==> config.mk <==
export PLATFORM = sky130hd
export DESIGN_NAME = burst_addr_seq
export DESIGN_NICKNAME = d
export VERILOG_FILES = /design/src/rtl/burst_seq_pkg.sv /design/src/rtl/burst_seq_ctrl.sv /design/src/rtl/burst_seq_dp.sv /design/src/rtl/burst_addr_seq.sv
export SDC_FILE = /design/constraint.sdc
export NUM_CORES = 1
export LEC_CHECK = 0
export ABC_AREA = 1
export BUFFER_PORTS_ARGS = -buffer_cell sky130_fd_sc_hd__buf_2
export CAP_MARGIN = 10
export CORE_AREA = 3 3 54 56
export DETAILED_ROUTE_END_ITERATION = 12
export DIE_AREA = 0 0 57 59
export GPL_ROUTABILITY_DRIVEN = 0
export PLACE_DENSITY = 0.9
export SLEW_MARGIN = 0
export SYNTH_ARGS = -nofsm -noshare
export SYNTH_HDL_FRONTEND = slang
export SYNTH_SLANG_ARGS = --single-unit
==> constraint.sdc <==
create_clock -name clk -period 1.7 [get_ports clk]
set_input_delay 0.34 -clock clk [delete_from_list [all_inputs] [get_ports clk]]
set_output_delay 0.34 -clock clk [all_outputs]
set_load 0.1 [all_outputs]
==> src/rtl/burst_seq_pkg.sv <==
package burst_seq_pkg;
  localparam int BEAT_W      = 2;
  localparam int BURST_BEATS = 1 << BEAT_W;

  typedef enum logic {
    ORDER_LINEAR = 1'b0,
    ORDER_XOR    = 1'b1
  } orderMode_e;

  // strobes from control to datapath
  typedef struct packed {
    logic              capture;
    logic [BEAT_W-1:0] beat;
  } seqStrobe_t;
endpackage

==> src/rtl/burst_seq_ctrl.sv <==
module burst_seq_ctrl
  import burst_seq_pkg::*;
(
  input  logic       clk,
  input  logic       rst,
  input  logic       clkEn,
  input  logic       advLd,
  input  logic       chipSel,
  output seqStrobe_t strobe,
  output logic       burstActive,
  output logic       lastBeat,
  output logic       burstOverrun
);
  localparam logic [BEAT_W-1:0] LAST_BEAT = BEAT_W'(BURST_BEATS - 1);

  logic [BEAT_W-1:0] beatCnt;
  logic              loadStb, deselStb, stepStb, wrapStb;

  always_comb begin
    loadStb  = clkEn && !advLd && chipSel;
    deselStb = clkEn && !advLd && !chipSel;
    stepStb  = clkEn && advLd && burstActive;
    wrapStb  = stepStb && (beatCnt == LAST_BEAT);
  end

  always_ff @(posedge clk) begin
    if (rst) begin
      burstActive  <= 1'b0;
      beatCnt      <= '0;
      burstOverrun <= 1'b0;
    end else begin
      burstOverrun <= wrapStb;
      if (loadStb) begin
        burstActive <= 1'b1;
        beatCnt     <= '0;
      end else if (deselStb) begin
        burstActive <= 1'b0;
        beatCnt     <= '0;
      end else if (stepStb) begin
        beatCnt <= beatCnt + 1'b1;
      end
    end
  end

  assign lastBeat       = burstActive && (beatCnt == LAST_BEAT);
  assign strobe.capture = loadStb;
  assign strobe.beat    = beatCnt;


  load_open_chk: assert property (@(posedge clk) disable iff (rst)
    (clkEn && !advLd && chipSel) |=> (burstActive && strobe.beat == '0));


  step_inc_chk: assert property (@(posedge clk) disable iff (rst)
    (clkEn && advLd && burstActive) |=>
      (burstActive && strobe.beat == BEAT_W'($past(strobe.beat) + 1'b1)));


  idle_adv_chk: assert property (@(posedge clk) disable iff (rst)
    (clkEn && advLd && !burstActive) |=>
      (!burstActive && !burstOverrun && $stable(strobe.beat)));


  overrun_pulse_chk: assert property (@(posedge clk) disable iff (rst)
    burstOverrun |=> !burstOverrun);


  hold_state_chk: assert property (@(posedge clk) disable iff (rst)
    !clkEn |=> ($stable(strobe.beat) && $stable(burstActive) && !burstOverrun));
endmodule

==> src/rtl/burst_seq_dp.sv <==
module burst_seq_dp
  import burst_seq_pkg::*;
#(
  parameter int ADDR_W = 20
) (
  input  logic              clk,
  input  logic              rst,
  input  seqStrobe_t        strobe,
  input  logic [ADDR_W-1:0] startAddr,
  input  logic              writeEn,
  input  logic              orderSel,
  output logic [ADDR_W-1:0] curAddr,
  output logic              curWrite
);
  localparam int UPPER_W = ADDR_W - BEAT_W;

  logic [ADDR_W-1:0] baseReg;
  logic [BEAT_W-1:0] lowBits;
  orderMode_e        orderMode;

  always_ff @(posedge clk) begin
    if (rst) begin
      baseReg  <= '0;
      curWrite <= 1'b0;
    end else if (strobe.capture) begin
      baseReg  <= startAddr;
      curWrite <= writeEn;
    end
  end

  assign orderMode = orderMode_e'(orderSel);

  always_comb begin
    unique case (orderMode)
      ORDER_LINEAR: lowBits = baseReg[BEAT_W-1:0] + strobe.beat;
      ORDER_XOR:    lowBits = baseReg[BEAT_W-1:0] ^ strobe.beat;
      default:      lowBits = baseReg[BEAT_W-1:0];
    endcase
  end

  generate
    if (UPPER_W > 0) begin : g_upper
      assign curAddr = {baseReg[ADDR_W-1:BEAT_W], lowBits};
    end else begin : g_noUpper
      assign curAddr = lowBits;
    end
  endgenerate


  upper_hold_chk: assert property (@(posedge clk) disable iff (rst)
    !strobe.capture |=> $stable(curAddr >> BEAT_W));


  write_hold_chk: assert property (@(posedge clk) disable iff (rst)
    !strobe.capture |=> $stable(curWrite));


  capture_addr_chk: assert property (@(posedge clk) disable iff (rst)
    strobe.capture |=> (curAddr == $past(startAddr)));
endmodule

==> src/rtl/burst_addr_seq.sv <==
module burst_addr_seq
  import burst_seq_pkg::*;
#(
  parameter int ADDR_W = 20
) (
  input  logic              clk,
  input  logic              rst,
  input  logic              clkEn,
  input  logic              advLd,
  input  logic              chipSel,
  input  logic              writeEn,
  input  logic [ADDR_W-1:0] startAddr,
  input  logic              orderSel,
  output logic [ADDR_W-1:0] curAddr,
  output logic              curWrite,
  output logic              burstActive,
  output logic              lastBeat,
  output logic              burstOverrun
);
  seqStrobe_t strobe;

  burst_seq_ctrl ctrl_i (
    .clk          (clk),
    .rst          (rst),
    .clkEn        (clkEn),
    .advLd        (advLd),
    .chipSel      (chipSel),
    .strobe       (strobe),
    .burstActive  (burstActive),
    .lastBeat     (lastBeat),
    .burstOverrun (burstOverrun)
  );

  burst_seq_dp #(.ADDR_W(ADDR_W)) dp_i (
    .clk       (clk),
    .rst       (rst),
    .strobe    (strobe),
    .startAddr (startAddr),
    .writeEn   (writeEn),
    .orderSel  (orderSel),
    .curAddr   (curAddr),
    .curWrite  (curWrite)
  );


  last_beat_chk: assert property (@(posedge clk) disable iff (rst)
    (lastBeat && clkEn && advLd) |=> (burstOverrun && !lastBeat));
endmodule

==> metrics.cfg <==
[worst_setup_path]
arrival_ps=1340
startpoint=ctrl_i.beatCnt[0]
endpoint_kind=output pin
cp_data_required_time_ps=1360
slowest_stage=dfxtp_2
reg2reg_depth=4
r2r_slack_ps=700
cpPeakStageDelay_ps=360
cp_max_fo=3
regToRegStartpoint=ctrl_i.beatCnt[0]
critical_path_class=reg -> out
crit_path_start_kind=flip-flop
crit_chain=buf_4, ha_2, nand2_2, clkinvlp_4, buf_12
critPathBufInv=3
rr_endpoint=ctrl_i.beatCnt[1]
cpLargestDelayFamily=buffers and inverters

[logic_synthesis]
synth_area_per_cell_um2=6.62
ys_ff_latch=25
synth_area_um2=1250
synthCells=189
synth_nets=218
ys_warn_count=0
yosysSeqAreaShare_pct=40.0
ys_types=12

[final_layout]
seq_area_um2=504
nFillCells=246
synthToLayoutAreaGrowth_pct=17.7
multi_input_area_um2=477
drive_above_1_share_pct=30.3
layout_commonest_cell=nand2_1
instances_no_fill=251
diodes=0
nNetsFinal=251
final_cell_mix=nand2_1 (54), buf_2 (47), nor2_1 (46)

[routing]
via_per_inst=4.24
final_antenna_net_count=0
dr.pass1.iters=4
drc=0
drt-total-wl_um=2260
wl_per_cell_um=9.01
drtIter0Drc=32
vias=1064

[run]
maxCapViolations=0

[power_and_ir_drop]
switching_share_pct=37.1
power.leakage_nw=0.867
switchingPower_w=0.000462
ir_drop_mv=0.490
p_int_w=0.000782
seqPwrFrac_pct=50.5
clock_power_share_pct=20.7
power.density_nw_per_um2=844
power_frac_comb_pct=28.8

[timing]
hold_viol_final=0
slew_viol_final=0
rsz0062_at_grt=yes
fin_crit_sh_pct=98.6
clock_skew_ps=4.75
setup_viol_count_final=0
layout_setup_ws_ps=24.5
min_period_ps=1680
fmax_mhz=597
slew-limit-headroom_pct=67.0
tightest_slew_ps=498

[clock_network]
htreeDepth=1
cts_buffer_depth=2
tritoncts=built
cts_buffers=3
clkTransAtPathRegs_ps=130
clock_sinks=25
root_buffer=clkbuf_4
clock_latency_ps=310

[floorplan]
initial_core_util_pct=50.5
rows=18
coreArea_um2=2480
die-height_um=59
fp.dieArea_um2=3360
die_x_um=57
ios=51

[hold_path]
hold_depth=2
hold_start=rst
min_path_type=in -> reg
whs_endpoint=ctrl_i.burstActive

[global_routing]
grt.overflow.total=0
first_global_vias=937
gr-usage-all-layers_pct=13.9
antenna_found_initial=0
grt_pass1_wl_um=3720
grt_max_degree=44

[placed_design]
portBuffers=50
place_inst=246
dp_hpwl_um=1660
preCtsSetupSlack_ps=209

[outcome]
outcome=finished clean

==> power groups by stage <==
| stage | Sequential, W | Combinational [W] | Clock (W) |
|---|---|---|---|
| 6_report | 0.000628 | 0.000358 | 0.000257 |
| 5_1_grt | 0.000632 | 0.000381 | 0.000304 |
| 4_1_cts | 0.000628 | 0.000359 | 0.000280 |
| 3_5_place_dp | 0.000640 | 0.000356 | 0 |
| 3_3_place_gp | 0.000639 | 0.000353 | 0 |
| 2_1_floorplan | 0.000655 | 0.000296 | 0 |
==> synthesized netlist by cell type, drive strengths merged <==
library cell | instances | area share [%]
buf | 24 | 15
nand2 | 55 | 17
nand3 | 3 | 2.2
nand4 | 1 | 0.50
dfxtp | 25 | 40
inv | 30 | 9.0
ha | 2 | 2.0
a21oi | 2 | 0.80
nor2 | 47 | 14
==> cell type report <==
cell class	instances	share of cell area, %
timing repair buffer	52	21.1
sequential	25	34.2
multi-input combinational	110	32.4
tap	30	2.55
inverter	30	7.90
clock buffer	3	1.53
clock inverter	1	0.340
==> kinds of logic (layout without fill, tap and decap cells) <==
| kind of cell | Yosys count | in the layout | synth area share, % |
|---|---|---|---|
| flip-flops | 25 | 25 | 40.0 |
| AO/OA/AOI/OAI | 2 | 2 | 0.800 |
| buffers and inverters | 54 | 86 | 23.9 |
| adder cells (fa/ha/maj) | 2 | 2 | 2.00 |
| AND/OR/NAND/NOR | 106 | 106 | 33.3 |
==> how the worst max path moves through the flow <==
stage / endpoint / slack [ps] / cells past startpoint
2_1_floorplan: curAddr[1] / 10 / 7
3_3_place_gp: curAddr[1] / 320 / 8
3_5_place_dp: curAddr[1] / 210 / 8
4_1_cts: curAddr[1] / -10 / 8
5_1_grt: curAddr[1] / -60 / 8
6_report: lastBeat / 20 / 5
==> flip-flops by register name (all words and copies together) (netlist names) <==
signal	flops
ctrl_i.burstActive	1
ctrl_i.beatCnt	2
ctrl_i.burstOverrun	1
dp_i.curWrite	1
dp_i.baseReg	20
==> metrics by stage <==
stage / setup TNS [ps] / area [um^2] / hold WS, ps / power [W] / utilization (%)
3_5_place_dp: 0 / 1410 / 482 / 0.000997 / 56.9
3_3_place_gp: 0 / 1410 / 477 / 0.000992 / 56.9
6_report: 0 / 1470 / 195 / 0.00124 / 59.4
2_1_floorplan: 0 / 1260 / 402 / 0.000951 / -
5_1_grt: -111 / 1470 / 167 / 0.00132 / 59.4
4_1_cts: -13.9 / 1460 / 170 / 0.00127 / 58.7
==> metal layers <==
layer / wire (um) / GRT usage, % / up-vias
met2: 1040 / 25.1 / 37
met5: 0 / 0 / -
li1: - / - / 590
met3: 190 / 2.83 / 2
met4: 10 / 5.96 / 0
met1: 1020 / 15.9 / 435
==> worst reg2reg max path: stages, from the launching register on <==
cell and delay, ps:
dfxtp_2 380, buf_4 130, ha_2 260, nor2_1 100, nor2_1 50
==> what timing repair did <==
item | CTS | global route
setup buffers | 1 | 0
gates cloned | 0 | 0
resized for setup | 6 | 4
setup endpoints to repair | 1 | 2
endpoints found under the hold margin | 0 | 0
pin swaps | 0 | 4
hold buffers | 0 | 0
Power figures use the tool's default switching activity.
